## config.mk

```make
export PLATFORM = sky130hd
export DESIGN_NAME = busdma_ctrl
export DESIGN_NICKNAME = d
export VERILOG_FILES = /design/src/rtl/busdma_pkg.sv /design/src/rtl/busdma_regs.sv /design/src/rtl/busdma_seq.sv /design/src/rtl/busdma_bus.sv /design/src/rtl/busdma_ctrl.sv
export SDC_FILE = /design/constraint.sdc
export NUM_CORES = 1
export LEC_CHECK = 0
export BUFFER_PORTS_ARGS = -buffer_cell sky130_fd_sc_hd__buf_2
export CELL_PAD_IN_SITES_DETAIL_PLACEMENT = 1
export CELL_PAD_IN_SITES_GLOBAL_PLACEMENT = 2
export CORE_ASPECT_RATIO = 0.7
export CORE_MARGIN = 2
export CORE_UTILIZATION = 33
export CTS_CLUSTER_SIZE = 10
export DETAILED_ROUTE_END_ITERATION = 8
export GPL_TIMING_DRIVEN = 1
export PLACE_DENSITY = 0.89
export SLEW_MARGIN = 40
export SYNTH_ARGS = -nofsm -noshare
export SYNTH_HDL_FRONTEND = slang
export SYNTH_HIERARCHICAL = 1
export SYNTH_SLANG_ARGS = --single-unit
```

## constraint.sdc

```tcl
create_clock -name clk -period 8 [get_ports clk]
set_input_delay 1.6 -clock clk [delete_from_list [all_inputs] [get_ports clk]]
set_output_delay 1.6 -clock clk [all_outputs]
set_load 0.05 [all_outputs]
```

## src/rtl/busdma_pkg.sv

```systemverilog
package busdma_pkg;
  typedef enum logic [2:0] {
    ST_IDLE,
    ST_ARM,
    ST_REQ,
    ST_XFER,
    ST_HOLD,
    ST_REL
  } seq_state_t;

  localparam logic [1:0] SEL_ADDR = 2'd0;
  localparam logic [1:0] SEL_CNT  = 2'd1;
  localparam logic [1:0] SEL_CTRL = 2'd2;

  localparam int CTL_DIR   = 0;
  localparam int CTL_STEAL = 1;
  localparam int CTL_GO    = 2;
endpackage

```

## src/rtl/busdma_regs.sv

```systemverilog
module busdma_regs
  import busdma_pkg::*;
#(
  parameter int AW = 16,
  parameter int CW = 8
) (
  input  logic          clk,
  input  logic          rst,
  input  logic          cpu_we,
  input  logic [1:0]    cpu_sel,
  input  logic [AW-1:0] cpu_wdata,
  input  logic          grant,
  input  logic          busy,
  input  logic          launch,
  input  logic          finish,
  output logic [AW-1:0] cur_addr,
  output logic [CW-1:0] cur_cnt,
  output logic          dir_wr,
  output logic          steal,
  output logic          go,
  output logic [AW-1:0] cpu_rdata,
  output logic          irq
);
  localparam int STW = 4;

  logic wr_ok;
  logic done_q;
  logic [STW-1:0] status;

  assign wr_ok  = cpu_we && !grant && !busy;
  assign go     = wr_ok && (cpu_sel == SEL_CTRL) && cpu_wdata[CTL_GO] && (cur_cnt != '0);
  assign status = {done_q, busy, steal, dir_wr};
  assign irq    = done_q;

  always_ff @(posedge clk) begin
    if (rst) begin
      cur_addr <= '0;
      cur_cnt  <= '0;
      dir_wr   <= 1'b0;
      steal    <= 1'b0;
      done_q   <= 1'b0;
    end else begin
      if (wr_ok && cpu_sel == SEL_ADDR)
        cur_addr <= cpu_wdata;
      else if (launch)
        cur_addr <= cur_addr + AW'(1);

      if (wr_ok && cpu_sel == SEL_CNT)
        cur_cnt <= cpu_wdata[CW-1:0];
      else if (launch)
        cur_cnt <= cur_cnt - CW'(1);

      if (wr_ok && cpu_sel == SEL_CTRL) begin
        dir_wr <= cpu_wdata[CTL_DIR];
        steal  <= cpu_wdata[CTL_STEAL];
        done_q <= 1'b0;
      end else if (finish) begin
        done_q <= 1'b1;
      end
    end
  end

  always_ff @(posedge clk) begin
    if (rst) begin
      cpu_rdata <= '0;
    end else begin
      case (cpu_sel)
        SEL_ADDR: cpu_rdata <= cur_addr;
        SEL_CNT:  cpu_rdata <= AW'(cur_cnt);
        SEL_CTRL: cpu_rdata <= AW'(status);
        default:  cpu_rdata <= '0;
      endcase
    end
  end

  AST_ZERO_CNT_IGNORED: assert property (@(posedge clk) disable iff (rst)
    (wr_ok && cpu_sel == SEL_CTRL && cpu_wdata[CTL_GO] && cur_cnt == '0) |=> !busy);
  AST_DONE_ON_LAST: assert property (@(posedge clk) disable iff (rst)
    finish |=> irq);
  AST_CTRL_CLEARS: assert property (@(posedge clk) disable iff (rst)
    (wr_ok && cpu_sel == SEL_CTRL && !finish) |=> !irq);
endmodule

```

## src/rtl/busdma_seq.sv

```systemverilog
module busdma_seq
  import busdma_pkg::*;
(
  input  logic clk,
  input  logic rst,
  input  logic go,
  input  logic dreq,
  input  logic grant,
  input  logic steal,
  input  logic cnt_zero,
  output logic launch,
  output logic finish,
  output logic busy,
  output logic bus_req,
  output logic drv_en
);
  seq_state_t st, nxt;

  always_comb begin
    nxt = st;
    case (st)
      ST_IDLE: if (go) nxt = ST_ARM;
      ST_ARM:  if (dreq) nxt = ST_REQ;
      ST_REQ:  if (grant) nxt = ST_XFER;
      ST_XFER: begin
        if (cnt_zero)   nxt = ST_IDLE;
        else if (steal) nxt = ST_REL;
        else if (dreq)  nxt = ST_XFER;
        else            nxt = ST_HOLD;
      end
      ST_HOLD: if (dreq) nxt = ST_XFER;
      ST_REL:  if (!grant) nxt = ST_ARM;
      default: nxt = ST_IDLE;
    endcase
  end

  assign launch = (nxt == ST_XFER);
  assign finish = (st == ST_XFER) && cnt_zero;
  assign busy   = (st != ST_IDLE);

  always_ff @(posedge clk) begin
    if (rst) begin
      st      <= ST_IDLE;
      bus_req <= 1'b0;
      drv_en  <= 1'b0;
    end else begin
      st      <= nxt;
      bus_req <= (nxt == ST_REQ) || (nxt == ST_XFER) || (nxt == ST_HOLD);
      drv_en  <= (nxt == ST_XFER) || (nxt == ST_HOLD);
    end
  end

  AST_REQ_NEEDS_DREQ: assert property (@(posedge clk) disable iff (rst)
    $rose(bus_req) |-> $past(dreq));
  AST_REQ_AFTER_RELEASE: assert property (@(posedge clk) disable iff (rst)
    $rose(bus_req) |-> !$past(grant));
  AST_STEAL_ONE_WORD: assert property (@(posedge clk) disable iff (rst)
    (st == ST_XFER && steal && !cnt_zero) |=> !bus_req);
  AST_BURST_KEEPS_BUS: assert property (@(posedge clk) disable iff (rst)
    (st == ST_HOLD) |=> bus_req);
endmodule

```

## src/rtl/busdma_bus.sv

```systemverilog
module busdma_bus #(
  parameter int AW = 16,
  parameter int DW = 16
) (
  input  logic          clk,
  input  logic          rst,
  input  logic          launch,
  input  logic          dir_wr,
  input  logic          grant,
  input  logic          drv_en,
  input  logic [AW-1:0] cur_addr,
  input  logic [DW-1:0] per_wdata,
  input  logic [DW-1:0] mem_rdata,
  output logic [AW-1:0] mem_addr,
  output logic [DW-1:0] mem_wdata,
  output logic          mem_we,
  output logic          mem_re,
  output logic          dack,
  output logic [DW-1:0] per_rdata
);
  always_ff @(posedge clk) begin
    if (rst) begin
      mem_addr  <= '0;
      mem_wdata <= '0;
      mem_we    <= 1'b0;
      mem_re    <= 1'b0;
      dack      <= 1'b0;
      per_rdata <= '0;
    end else begin
      mem_addr  <= launch ? cur_addr : '0;
      mem_wdata <= (launch && dir_wr) ? per_wdata : '0;
      mem_we    <= launch && dir_wr;
      mem_re    <= launch && !dir_wr;
      dack      <= launch;
      if (mem_re)
        per_rdata <= mem_rdata;
    end
  end

  AST_DRV_NEEDS_GRANT: assert property (@(posedge clk) disable iff (rst)
    drv_en |-> grant);
  AST_ACK_HAS_STROBE: assert property (@(posedge clk) disable iff (rst)
    dack |-> ((mem_we ^ mem_re) && drv_en));
  AST_QUIET_OFF_WORD: assert property (@(posedge clk) disable iff (rst)
    !dack |-> (!mem_we && !mem_re && mem_addr == '0));
endmodule

```

## src/rtl/busdma_ctrl.sv

```systemverilog
module busdma_ctrl
  import busdma_pkg::*;
#(
  parameter int AW = 16,
  parameter int DW = 16,
  parameter int CW = 8
) (
  input  logic          clk,
  input  logic          rst,
  input  logic          reg_we,
  input  logic [1:0]    reg_sel,
  input  logic [AW-1:0] reg_wdata,
  output logic [AW-1:0] reg_rdata,
  input  logic          periph_req,
  output logic          periph_ack,
  input  logic [DW-1:0] per_wdata,
  output logic [DW-1:0] per_rdata,
  output logic          bus_req,
  input  logic          bus_grant,
  output logic          drv_en,
  output logic [AW-1:0] mem_addr,
  output logic          mem_we,
  output logic          mem_re,
  output logic [DW-1:0] mem_wdata,
  input  logic [DW-1:0] mem_rdata,
  output logic          irq
);
  logic [AW-1:0] cur_addr;
  logic [CW-1:0] cur_cnt;
  logic dir_wr, steal, go, launch, finish, busy;

  busdma_regs #(.AW(AW), .CW(CW)) regs_i (
    .clk(clk), .rst(rst), .cpu_we(reg_we), .cpu_sel(reg_sel), .cpu_wdata(reg_wdata),
    .grant(bus_grant), .busy(busy), .launch(launch), .finish(finish),
    .cur_addr(cur_addr), .cur_cnt(cur_cnt), .dir_wr(dir_wr), .steal(steal), .go(go),
    .cpu_rdata(reg_rdata), .irq(irq)
  );

  busdma_seq seq_i (
    .clk(clk), .rst(rst), .go(go), .dreq(periph_req), .grant(bus_grant), .steal(steal),
    .cnt_zero(cur_cnt == '0), .launch(launch), .finish(finish), .busy(busy),
    .bus_req(bus_req), .drv_en(drv_en)
  );

  busdma_bus #(.AW(AW), .DW(DW)) bus_i (
    .clk(clk), .rst(rst), .launch(launch), .dir_wr(dir_wr), .grant(bus_grant),
    .drv_en(drv_en), .cur_addr(cur_addr), .per_wdata(per_wdata), .mem_rdata(mem_rdata),
    .mem_addr(mem_addr), .mem_wdata(mem_wdata), .mem_we(mem_we), .mem_re(mem_re),
    .dack(periph_ack), .per_rdata(per_rdata)
  );
endmodule

```

-- Yosys cells after proc, flatten, opt, wreduce, memory -nomap -nowiden
Index checks and enable logic that the tools add are counted.
- flip-flop bits (word level): 99
- input bits: 55
- output and inout bits: 70
- word-level logic and storage cells: 69
- add/sub/neg operators: 2
- eq/ne operators: 10
- mux-type cells: 14
- bitwise gates (word level): 2
- reduce and logical (&&, ||, !) cells: 26
- operators with widths (cell ; number):
    $pmux W16 S3 ; 1
    $mux W16 ; 2
    $mux W3 ; 8
    $pmux W3 S6 ; 1
    $add A16 B1 Y16 const B ; 1
    $mux W8 ; 2
    $eq A3 B2 Y1 const B ; 4
    $logic_and A1 B1 Y1 ; 10
    $eq A3 B3 Y1 const B ; 3
    $logic_not A8 Y1 ; 1
    $reduce_bool A8 Y1 ; 1
    $sub A8 B1 Y8 const B ; 1
    $reduce_or A2 Y1 ; 3
    $reduce_bool A2 Y1 ; 2
    $eq A3 B1 Y1 const B ; 1
    $logic_not A1 Y1 ; 3
    $logic_not A3 Y1 ; 1
    $logic_or A1 B1 Y1 ; 3
    $reduce_bool A3 Y1 ; 1
    $eq A2 B1 Y1 const B ; 1
    $eq A2 B2 Y1 const B ; 1
    $logic_not A2 Y1 ; 1
    $not A1 Y1 ; 2

-- Logic depth before layout (Yosys ltp)
Gate-level depths: netlist (run 1).
- depth in word-level cells: 12
- mapped depth: 14
- gate-level depth less buffers: 12

-- By module
The synthesis (run 1) kept the hierarchy.
- modules (own cells, without submodules) (module ; times used ; cells an instance ; area each (µm²) ; seq. area each (µm²)):
    busdma_regs ; 1 ; 216 ; 1961.9 ; 860.8
    busdma_bus ; 1 ; 126 ; 1540.2 ; 1021.0
    busdma_seq ; 1 ; 42 ; 375.4 ; 100.1
    busdma_ctrl ; 1 ; 3 ; 18.8 ; 0.0

-- Worst setup path before layout (run 1)
No wires, ideal clock.
- path type: in2reg
- from: in reg_sel[1]
- to: reg regs_i.cur_addr[12]
- library setup time: 0.086 ns
- arrival: 3.779 ns
- required time: 7.914 ns
- slack: 4.136 ns
- stages on the path: 14
- path buffers: 2
- cells stage by stage: buf_2 -> nor2b_1 -> and4bb_2 -> nand2_1 -> nor2_1 -> nand2b_1 -> nand3b_1 -> a21oi_1 -> nor2_1 -> buf_2 -> nand2_1 -> nor4_1 -> xnor2_1 -> a211oi_1
- cells in the longest elaborated chain, start to end: 8
- elaborated cells on any way between the ends: 11
- those cells by class: eq/ne (2); mux (3); reduce/logical (6)
- ends and longest elaborated chain (what ; RTL line ; source):
    start, declared ; busdma_ctrl.sv:11 ; input logic [1:0] reg_sel,
    $eq A2 B2 Y1 ; busdma_regs.sv:31 ; assign go = wr_ok && (cpu_sel == SEL_CTRL) && cpu_wdata[CTL_GO] && (cur_cnt != '0);
    $logic_and A1 B1 Y1 (3 in series) ; busdma_regs.sv:31 ;
    net go ; busdma_ctrl.sv:30 ; logic dir_wr, steal, go, launch, finish, busy;
    $mux W3 ; busdma_seq.sv:22 ; ST_IDLE: if (go) nxt = ST_ARM;
    $pmux W3 S6 ; busdma_seq.sv:21 ; case (st)
    $eq A3 B2 Y1 ; busdma_seq.sv:37 ; assign launch = (nxt == ST_XFER);
    net launch ; busdma_ctrl.sv:30 ;
    $reduce_bool A2 Y1 (no line) ; -- ;
    end signal, assigned ; busdma_regs.sv:44 ; cur_addr <= cpu_wdata;
    end signal, assigned ; busdma_regs.sv:46 ; cur_addr <= cur_addr + AW'(1);
    end, declared ; busdma_regs.sv:16 ; output logic [AW-1:0] cur_addr,
The timed path passes the listed nets, and every way through them passes these cells.
A chain may end at the register's enable or synchronous reset.

-- Final worst setup path (run 1)
- from: in reg_sel[1]
- to: reg regs_i.cur_cnt[5]
- cells in the longest elaborated chain, start to end: 8
- elaborated cells on any way between the ends: 11
- those cells by class: eq/ne (3); mux (3); reduce/logical (5)
- ends and longest elaborated chain (what ; RTL line ; source):
    $eq A2 B2 Y1 ; busdma_regs.sv:31 ;
    $logic_and A1 B1 Y1 (3 in series) ; busdma_regs.sv:31 ;
    net go ; busdma_ctrl.sv:30 ;
    $mux W3 ; busdma_seq.sv:22 ;
    $pmux W3 S6 ; busdma_seq.sv:21 ;
    $eq A3 B2 Y1 ; busdma_seq.sv:37 ;
    net launch ; busdma_ctrl.sv:30 ;
    $reduce_bool A2 Y1 (no line) ; -- ;
    end signal, assigned ; busdma_regs.sv:49 ; cur_cnt <= cpu_wdata[CW-1:0];
    end signal, assigned ; busdma_regs.sv:51 ; cur_cnt <= cur_cnt - CW'(1);
    end, declared ; busdma_regs.sv:17 ; output logic [CW-1:0] cur_cnt,
The timed path passes the listed nets, and every way through them passes these cells.

==> results of run 1 <==
-- per-stage QoR --
step	total power, W	hold slack [ns]
after CTS	0.00104	0.497
after global routing	0.00107	0.515
after floorplan	0.000560	0.429
after global placement	0.000585	0.465
final	0.00103	0.493
after detailed placement	0.000588	0.481
-- metal layers --
metal  track usage  vias to the layer above
li1              -                     1559
met1         0.230                     1489
met2         0.255                      107
met3        0.0526                        9
met4        0.0461                        0
met5             0                        -
-- worst min path at each step --
stage	startpoint	endpoint	slack, ns	cells after the start
3_5_place_dp	bus_i/per_rdata[5]	bus_i/per_rdata[5]	0.48	2
4_1_cts	bus_i/per_rdata[5]	bus_i/per_rdata[5]	0.50	2
3_3_place_gp	regs_i/cur_addr[15]	regs_i/cpu_rdata[15]	0.46	1
6_report	bus_i/per_rdata[1]	bus_i/per_rdata[1]	0.49	2
5_1_grt	regs_i/cur_addr[15]	bus_i/mem_addr[15]	0.52	1
2_1_floorplan	regs_i/cur_addr[2]	bus_i/mem_addr[2]	0.43	1
-- power groups by stage --
stage	combinational (W)	sequential (W)	clock (W)
after floorplan	0.0000363	0.000523	0
after global placement	0.0000623	0.000523	0
after detailed placement	0.0000643	0.000523	0
after CTS	0.0000647	0.000512	0.000467
after global routing	0.0000713	0.000513	0.000489
final	0.0000648	0.000512	0.000455
-- worst max-delay path: cells and delay by family --
family	cells	cell delay [ns]
buffers and inverters	1	0.20
AOI/OAI and AO/OA	2	0.34
xor gates and xnor gates	1	0.12
and+or+nand+nor	9	2.26
-- state kept, by name, summed over array words and instances (netlist names), 3 cells and up --
register          count
bus_i/mem_wdata      16
regs_i/cur_cnt        8
bus_i/per_rdata      16
regs_i/cur_addr      16
bus_i/mem_addr       16
seq_i/st              3
regs_i/cpu_rdata     16
-- cell type report --
type | instances | area, um^2
Tap cell | 157 | 196
Clock buffer | 11 | 253
Inverter | 6 | 22.5
Fill cell | 1349 | 6700
Multi-Input combinational cell | 260 | 1760
Clock inverter | 5 | 66.3
Timing Repair Buffer | 125 | 628
Sequential cell | 99 | 1980
-- cells by family (layout without fill, tap and decap cells) --
kind of cell | Yosys count | after routing | synth area share
simple gates | 166 | 166 | 0.236
flops | 99 | 99 | 0.509
compound gates | 43 | 43 | 0.0861
buf+inv | 28 | 147 | 0.0427
mux | 27 | 27 | 0.0694
xor+xnor | 21 | 21 | 0.0472
fa+ha+maj | 3 | 3 | 0.00963
-- layout by cell type (no fill, tap or decap), types with 3 or more instances in the layout --
cell type    n
buf_2      124
dfxtp_1     98
nor2_1      62
mux2i_1     27
and2_1      25
a211oi_1    21
and3_1      17
xnor2_1     16
nor3_1      11
nand2_1     10
clkbuf_16    9
a21oi_1      8
inv_1        6
xor2_1       5
nand4_1      4
nor4_1       4
nand3_1      4
o211ai_1     3
nor3_2       3
ha_1         3
nand2b_1     3
nand3b_1     3
==> results.sh, run 1 <==
export IMPL_status="completed"
export IMPL_skew_ns=0.00619
export IMPL_wl_met3_um=753
export IMPL_clk_pin_slew_worst_paths_ns=0.07
export IMPL_drtIter0Drc=117
export IMPL_slowest_delay_ns=0.47
export IMPL_final_min_clock_period_ns=4.27
export IMPL_portBuffers=124
export IMPL_cts_sinks=99
export IMPL_dp_slack_ns=3.22
export IMPL_grt_overflow=0
export IMPL_p_leak_nw=2.20
export IMPL_grt_util_all_layers=0.168
export IMPL_ant_nets=0
export IMPL_synth_cells=387
export IMPL_syn_area_um2=3900
export IMPL_die_area_um2=12700
export IMPL_crit_required_ns=8.25
export IMPL_ff2ff_setup_slack_ns=4.51
export IMPL_htreeDepth=3
export IMPL_avgSynthCellArea_um2=10.1
export IMPL_vdd_drop_max_v=0.0000965
export IMPL_sw_frac_of_total=0.233
export IMPL_antenna_cells=0
export IMPL_worstPathCellList="buf_2 -> nor2b_1 -> and4bb_2 -> nand2_1 -> nor2_1 -> nand2b_1 -> nand3b_1 -> a21oi_1 -> nor2_2 -> or3b_4 -> nor4_1 -> xnor2_1 -> a211oi_1"
export IMPL_reg2reg_to="regs_i/cur_cnt[5]"
export IMPL_cts_tree="done"
export IMPL_async_reset_ff_frac=0
export IMPL_drt_pass1_iter_count=4
export IMPL_ys_warn_count=6
export IMPL_power_frac_clock=0.441
export IMPL_synth_seq_cells=99
export IMPL_core_area_um2=11600
export IMPL_ctsResizeCount=0
export IMPL_syn_to_final_growth_pct=25.9
export IMPL_synth_top_area_frac=0.509
export IMPL_p_int_w=0.000791
export IMPL_synthTopCellsByArea="dfxtp_1, mux2i_1, nor2_1"
export IMPL_p_per_area_nw_per_um2=210
export IMPL_critPathCapture="regs_i/cur_cnt[5]"
export IMPL_die_h_um=94.9
export IMPL_wl_um=10500
export IMPL_slew_headroom=0.571
export IMPL_antenna_found_initial=0
export IMPL_r2r_start="seq_i/st[1]"
export IMPL_synthFlopType="dfxtp_1"
export IMPL_routed_via_density=4.77
export IMPL_fin_setup_tns_ns=0
export IMPL_startpoint_type="primary input"
export IMPL_cp_slowest_cell="or3b_4"
export IMPL_route_detailed_drc=0
export IMPL_max_freq_ghz=0.234
export IMPL_startpoint="reg_sel[1]"
export IMPL_grt_pass1_wl_um=16700
export IMPL_ys_seq_area_frac=0.509
export IMPL_vias=3164
export IMPL_fin_ws_ns=3.73
export IMPL_p_comb_frac=0.063
export IMPL_placed_cells=647
export IMPL_met1_length_um=5180
export IMPL_place_congestion=0.777
export IMPL_grt_max_degree=58
export IMPL_rr_worst_depth=12
export IMPL_drive_gt1_frac=0.322
export IMPL_synth_most_common_cell="dfxtp_1"
export IMPL_hold_path_class="reg2reg"
export IMPL_clk_latency_ns=0.34
export IMPL_postLayoutCoreUtil=0.423
export IMPL_rsz0062_at_grt="no"
export IMPL_cts_buffers=9
export IMPL_hold_viol_final=0
export IMPL_critPathKind="in2reg"
export IMPL_wl_met2_um=4490
export IMPL_wl_per_cell_um=15.9
export IMPL_worstSetupEndpointType="register"
export IMPL_start_util=0.336
export IMPL_final_period_utilization=0.534
export IMPL_crit_arrival_ns=4.52
export IMPL_grt_pass1_vias=3147
export IMPL_drv_cap=0
export IMPL_synth_nets=445
export IMPL_synthDistinctLibCells=50
export IMPL_die_w_um=134
export IMPL_cp_max_fo=12
export IMPL_final_nets=559
export IMPL_synth_top_area_cell="dfxtp_1"
export IMPL_switchingPower_w=0.000240
export IMPL_seqPwrFrac=0.496
export IMPL_cts_hold_buf=0
export IMPL_rows=33
export IMPL_final_cell_count_no_fill=663
export IMPL_routed_top_layer="met4"
export IMPL_io_pins=125
export IMPL_maxSlewViolCount=0
export IMPL_cts_setup_buffers=0
export IMPL_root_buffer="clkbuf_16"
export IMPL_final_cell_area_um2=4910
export IMPL_hpwl_um=7680
export IMPL_synth_edff_count=0
export IMPL_yosys_top_cells_count="dfxtp_1, nor2_1, mux2i_1"
export IMPL_placed_cell_area_um2=4580
export IMPL_clock_path_buffers=2
export IMPL_setup_violations=0
export IMPL_worst_pin_slew_ns=0.643
Note: power is estimated with default switching activity, not from simulation.
==> inputs of run 2 (changes only) <==
Settings changed: CORE_UTILIZATION 33 to 27, PLACE_DENSITY 0.89 to 0.78.
Clock period 8 ns to 3.55 ns, I/O delays scaled along.
==> results.sh, run 2 (synthesized netlist as in run 1, its figures left out) <==
export IMPL_cts_hold_buf=0
export IMPL_core_area_um2=14000
export IMPL_cp_max_fo=11
export IMPL_rows=36
export IMPL_clock_path_buffers=2
export IMPL_startpoint_type="register"
export IMPL_p_int_w=0.00177
export IMPL_antenna_cells=0
export IMPL_grt_util_all_layers=0.141
export IMPL_drv_cap=0
export IMPL_cts_setup_buffers=0
export IMPL_antenna_found_initial=0
export IMPL_root_buffer="clkbuf_16"
export IMPL_status="completed"
export IMPL_drt_pass1_iter_count=4
export IMPL_io_pins=125
export IMPL_htreeDepth=3
export IMPL_layout_common_cells="buf_2, dfxtp_1, nor2_1, mux2i_1, and2_1"
export IMPL_cp_slowest_cell="or3_2"
export IMPL_grt_pass1_wl_um=17300
export IMPL_grt_pass1_vias=3303
export IMPL_place_congestion=0.829
export IMPL_clk_latency_ns=0.35
export IMPL_cts_tree="done"
export IMPL_routed_via_density=4.60
export IMPL_wl_per_cell_um=15.2
export IMPL_final_min_clock_period_ns=3.15
export IMPL_hold_viol_final=0
export IMPL_switchingPower_w=0.000521
export IMPL_drive_gt1_frac=0.322
export IMPL_worstPathCellList="or3_2 -> and4bb_2 -> nand2_1 -> nor2_1 -> nand2b_1 -> nand3b_1 -> a21oi_1 -> nor2_1 -> or3b_4 -> nor4_1 -> xnor2_1 -> a211oi_1"
export IMPL_syn_to_final_growth_pct=28.1
export IMPL_cts_sinks=99
export IMPL_worst_pin_slew_ns=0.657
export IMPL_sw_frac_of_total=0.227
export IMPL_portBuffers=124
export IMPL_p_comb_frac=0.065
export IMPL_slew_headroom=0.562
export IMPL_cp_top_family="simple AND/OR/NAND/NOR gates"
export IMPL_postLayoutCoreUtil=0.356
export IMPL_fin_setup_tns_ns=0
export IMPL_crit_arrival_ns=3.41
export IMPL_path_buf_inv=0
export IMPL_route_detailed_drc=0
export IMPL_wl_um=10700
export IMPL_layout_commonest_cell="buf_2"
export IMPL_die_w_um=148
export IMPL_max_freq_ghz=0.318
export IMPL_cts_buffers=9
export IMPL_final_nets=567
export IMPL_vdd_drop_max_v=0.000191
export IMPL_die_h_um=105
export IMPL_final_period_utilization=0.887
export IMPL_setup_violations=0
export IMPL_p_leak_nw=2.24
export IMPL_start_util=0.278
export IMPL_clk_pin_slew_worst_paths_ns=0.07
export IMPL_skew_ns=0.00639
export IMPL_power_frac_clock=0.433
export IMPL_ctsResizeCount=0
export IMPL_p_per_area_nw_per_um2=459
export IMPL_grt_max_degree=57
export IMPL_maxSlewViolCount=0
export IMPL_cpMostUsedCell="nor2_1"
export IMPL_rsz0062_at_grt="no"
export IMPL_worstSetupEndpointType="register"
export IMPL_drtIter0Drc=118
export IMPL_crit_required_ns=3.81
export IMPL_slowest_delay_ns=0.55
export IMPL_grt_overflow=0
export IMPL_hpwl_um=7800
export IMPL_critPathKind="reg2reg"
export IMPL_seqPwrFrac=0.502
export IMPL_hold_path_class="reg2reg"
export IMPL_ant_nets=0
export IMPL_die_area_um2=15400
export IMPL_vias=3233
-- run 2: final cells by class --
| cell class | count | area [um^2] |
|---|---|---|
| Sequential cell | 99 | 1980 |
| Clock inverter | 2 | 35.0 |
| Clock buffer | 13 | 260 |
| Timing Repair Buffer | 133 | 701 |
| Inverter | 6 | 22.5 |
| Tap cell | 190 | 238 |
| Multi-Input combinational cell | 260 | 1750 |
| Fill cell | 1631 | 9020 |
-- run 2: metrics by stage --
stage                     total power, W  hold slack, ns  instance area [um^2]  instances  setup slack (ns)
final                            0.00229           0.496                  4990        703             0.402
after global routing             0.00238           0.518                  4990        703             0.142
after CTS                        0.00233           0.501                  4990        703             0.399
after detailed placement         0.00133           0.476                  4700        688             0.273
after global placement           0.00132           0.466                  4690        688             0.456
after floorplan                  0.00126           0.429                  3900        387             0.576
-- run 2: worst paths after layout --
kind,cells past startpoint,to,slack (ns),startpoint
setup reg to reg,12,regs_i/cur_cnt[5],0.40,seq_i/st[0]
hold / removal,1,regs_i/cpu_rdata[15],0.50,regs_i/cur_addr[15]
hold reg to reg,1,regs_i/cpu_rdata[15],0.50,regs_i/cur_addr[15]
setup / recovery,12,regs_i/cur_cnt[5],0.40,seq_i/st[0]
-- run 2: power by group through the flow --
stage	logic (W)	clock network, W	registers [W]
after floorplan	0.0000818	0	0.00118
after global placement	0.000146	0	0.00118
after detailed placement	0.000150	0	0.00118
after CTS	0.000150	0.00103	0.00115
after global routing	0.000164	0.00106	0.00115
final	0.000149	0.000992	0.00115
-- run 2: per-layer routing --
metal | GRT usage | share of wire
met2 | 0.212 | 0.42
met5 | 0 | 0
met4 | 0.0419 | 0.013
met3 | 0.0579 | 0.076
met1 | 0.186 | 0.49
-- run 2: worst reg2reg max path, delay by kind of cell, from the launching register on --
family	cells	cell delay [ns]
AOI/OAI and AO/OA	2	0.35
xor gates and xnor gates	1	0.10
DFF	1	0.42
and+or+nand+nor	9	2.19
==> inputs of run 3 (changes only) <==
Settings changed: PLACE_DENSITY 0.78 to 0.79, REMOVE_ABC_BUFFERS set to 1, SYNTH_HIERARCHICAL 1 to unset.
==> results.sh, run 3 <==
export IMPL_status="completed"
export IMPL_layout_commonest_cell="buf_2"
export IMPL_drv_cap=0
export IMPL_rr_worst_depth=6
export IMPL_hpwl_um=8690
export IMPL_ys_seq_area_frac=0.495
export IMPL_fin_setup_tns_ns=0
export IMPL_min_from="bus_i.per_rdata[6]"
export IMPL_synth_cells=417
export IMPL_hold_path_class="reg2reg"
export IMPL_postLayoutCoreUtil=0.347
export IMPL_io_pins=125
export IMPL_synth_top_area_cell="dfxtp_1"
export IMPL_cts_setup_buffers=0
export IMPL_grt_overflow=0
export IMPL_cts_buffers=9
export IMPL_avgSynthCellArea_um2=9.60
export IMPL_crit_required_ns=3.79
export IMPL_r2r_start="regs_i.cur_cnt[3]"
export IMPL_grt_max_degree=46
export IMPL_start_util=0.275
export IMPL_grt_pass1_vias=3607
export IMPL_htreeDepth=3
export IMPL_async_reset_ff_frac=0
export IMPL_clock_path_buffers=2
export IMPL_crit_arrival_ns=2.69
export IMPL_synth_most_common_cell="dfxtp_1"
export IMPL_maxSlewViolCount=0
export IMPL_rows=37
export IMPL_cp_max_fo=35
export IMPL_core_area_um2=14600
export IMPL_startpoint="regs_i.cur_cnt[3]"
export IMPL_syn_to_final_growth_pct=26.2
export IMPL_grt_pass1_wl_um=19300
export IMPL_worst_pin_slew_ns=0.656
export IMPL_cts_hold_buf=0
export IMPL_synth_edff_count=0
export IMPL_hold_ws_ns=0.492
export IMPL_startpoint_type="register"
export IMPL_wl_per_cell_um=16.6
export IMPL_max_freq_ghz=0.409
export IMPL_p_leak_nw=2.21
export IMPL_vdd_drop_max_v=0.000201
export IMPL_vias=3578
export IMPL_wl_met2_um=5100
export IMPL_drtIter0Drc=148
export IMPL_ctsResizeCount=0
export IMPL_root_buffer="clkbuf_16"
export IMPL_die_w_um=150
export IMPL_wl_met3_um=883
export IMPL_die_h_um=106
export IMPL_slew_headroom=0.560
export IMPL_layout_common_cells="buf_2, dfxtp_1, nor2_1, o21ai_0, and2_1"
export IMPL_portBuffers=124
export IMPL_die_area_um2=15800
export IMPL_antenna_cells=0
export IMPL_synthFlopType="dfxtp_1"
export IMPL_rsz0062_at_grt="no"
export IMPL_synth_seq_cells=99
export IMPL_final_period_utilization=0.688
export IMPL_synthTopCellsByArea="dfxtp_1, mux2i_1, and2_1"
export IMPL_final_nets=583
export IMPL_yosys_top_cells_count="dfxtp_1, nor2_1, o21ai_0"
export IMPL_route_detailed_drc=0
export IMPL_routed_via_density=4.93
export IMPL_ys_warn_count=0
export IMPL_ant_nets=0
export IMPL_p_per_area_nw_per_um2=440
export IMPL_clk_pin_slew_worst_paths_ns=0.07
export IMPL_reg2reg_to="bus_i.mem_wdata[11]"
export IMPL_worstSetupEndpointType="register"
export IMPL_routed_top_layer="met4"
export IMPL_hold_viol_final=0
export IMPL_nFillCells=1715
export IMPL_ff2ff_setup_slack_ns=1.11
export IMPL_setup_violations=0
export IMPL_skew_ns=0.00557
export IMPL_cts_sinks=99
export IMPL_synth_top_area_frac=0.495
export IMPL_drt_pass1_iter_count=4
export IMPL_syn_area_um2=4010
export IMPL_grt_util_all_layers=0.153
export IMPL_critPathCapture="bus_i.mem_wdata[11]"
export IMPL_wl_um=12000
export IMPL_cts_tree="done"
export IMPL_synthDistinctLibCells=53
export IMPL_place_congestion=0.775
export IMPL_drive_gt1_frac=0.305
export IMPL_critPathKind="reg2reg"
export IMPL_fin_total_pwr_w=0.00223
export IMPL_final_min_clock_period_ns=2.44
export IMPL_met1_length_um=5920
export IMPL_clk_latency_ns=0.35
export IMPL_antenna_found_initial=0
export IMPL_dp_slack_ns=0.724
export IMPL_fin_ws_ns=1.11
[run 3: cell count changes after synthesis, moves of 12 or more]
cell,change
a31oi_1,+18
o31ai_1,+16
nor2_1,-31
nand3_1,+12
xnor2_1,-16
o21ai_0,+28
a211oi_1,-21
[run 3: through the flow]
stage                     instances  instance area, um^2
after floorplan                 386                 3850
after global placement          710                 4760
after detailed placement        710                 4760
after CTS                       726                 5050
after global routing            726                 5050
final                           726                 5050
[run 3: layout make-up]
| type | instances | area (um^2) | area share |
|---|---|---|---|
| Sequential cell | 99 | 1980 | 0.392 |
| Multi-Input combinational cell | 281 | 1860 | 0.369 |
| Timing Repair Buffer | 129 | 658 | 0.130 |
| Tap cell | 195 | 244 | 0.0483 |
| Clock buffer | 10 | 229 | 0.0453 |
| Clock inverter | 6 | 55.1 | 0.0109 |
| Inverter | 6 | 22.5 | 0.00446 |
[run 3: worst max-delay path, cell delays in order (launching register included)]
cell	delay, ns
dfxtp_1	0.35
or4_4	0.59
o311a_4	0.43
nor2_8	0.39
nor3_2	0.08
buf_4	0.24
and3_1	0.23
[run 3: cells by family after synthesis]
family	Yosys count	synth area share
buf+inv	37	0.0444
flops	99	0.495
simple gates	169	0.249
xor+xnor	1	0.00219
mux	27	0.0678
fa+ha+maj	2	0.00625
compound gates	82	0.135
[run 3: worst min path at each step]
stage,end,slack [ns],cells after the start
floorplan,bus_i.mem_addr[15],0.46,1
global placement,bus_i.per_rdata[1],0.47,2
detailed placement,bus_i.per_rdata[6],0.48,2
CTS,bus_i.per_rdata[4],0.50,2
global route,bus_i.mem_addr[15],0.53,1
finish,bus_i.per_rdata[6],0.49,2
[run 3: where the power goes]
| group | internal [W] | leakage (nW) | switching [W] |
|---|---|---|---|
| sequential | 0.00112 | 0.799 | 0.0000159 |
| clock | 0.000491 | 0.140 | 0.000463 |
| combinational | 0.0000535 | 1.27 | 0.0000798 |
[run 3: metal layers]
metal,vias up,global-route usage
met3,13,0.0433
met2,115,0.231
met1,1719,0.214
met5,-,0
met4,0,0.0435
li1,1731,-
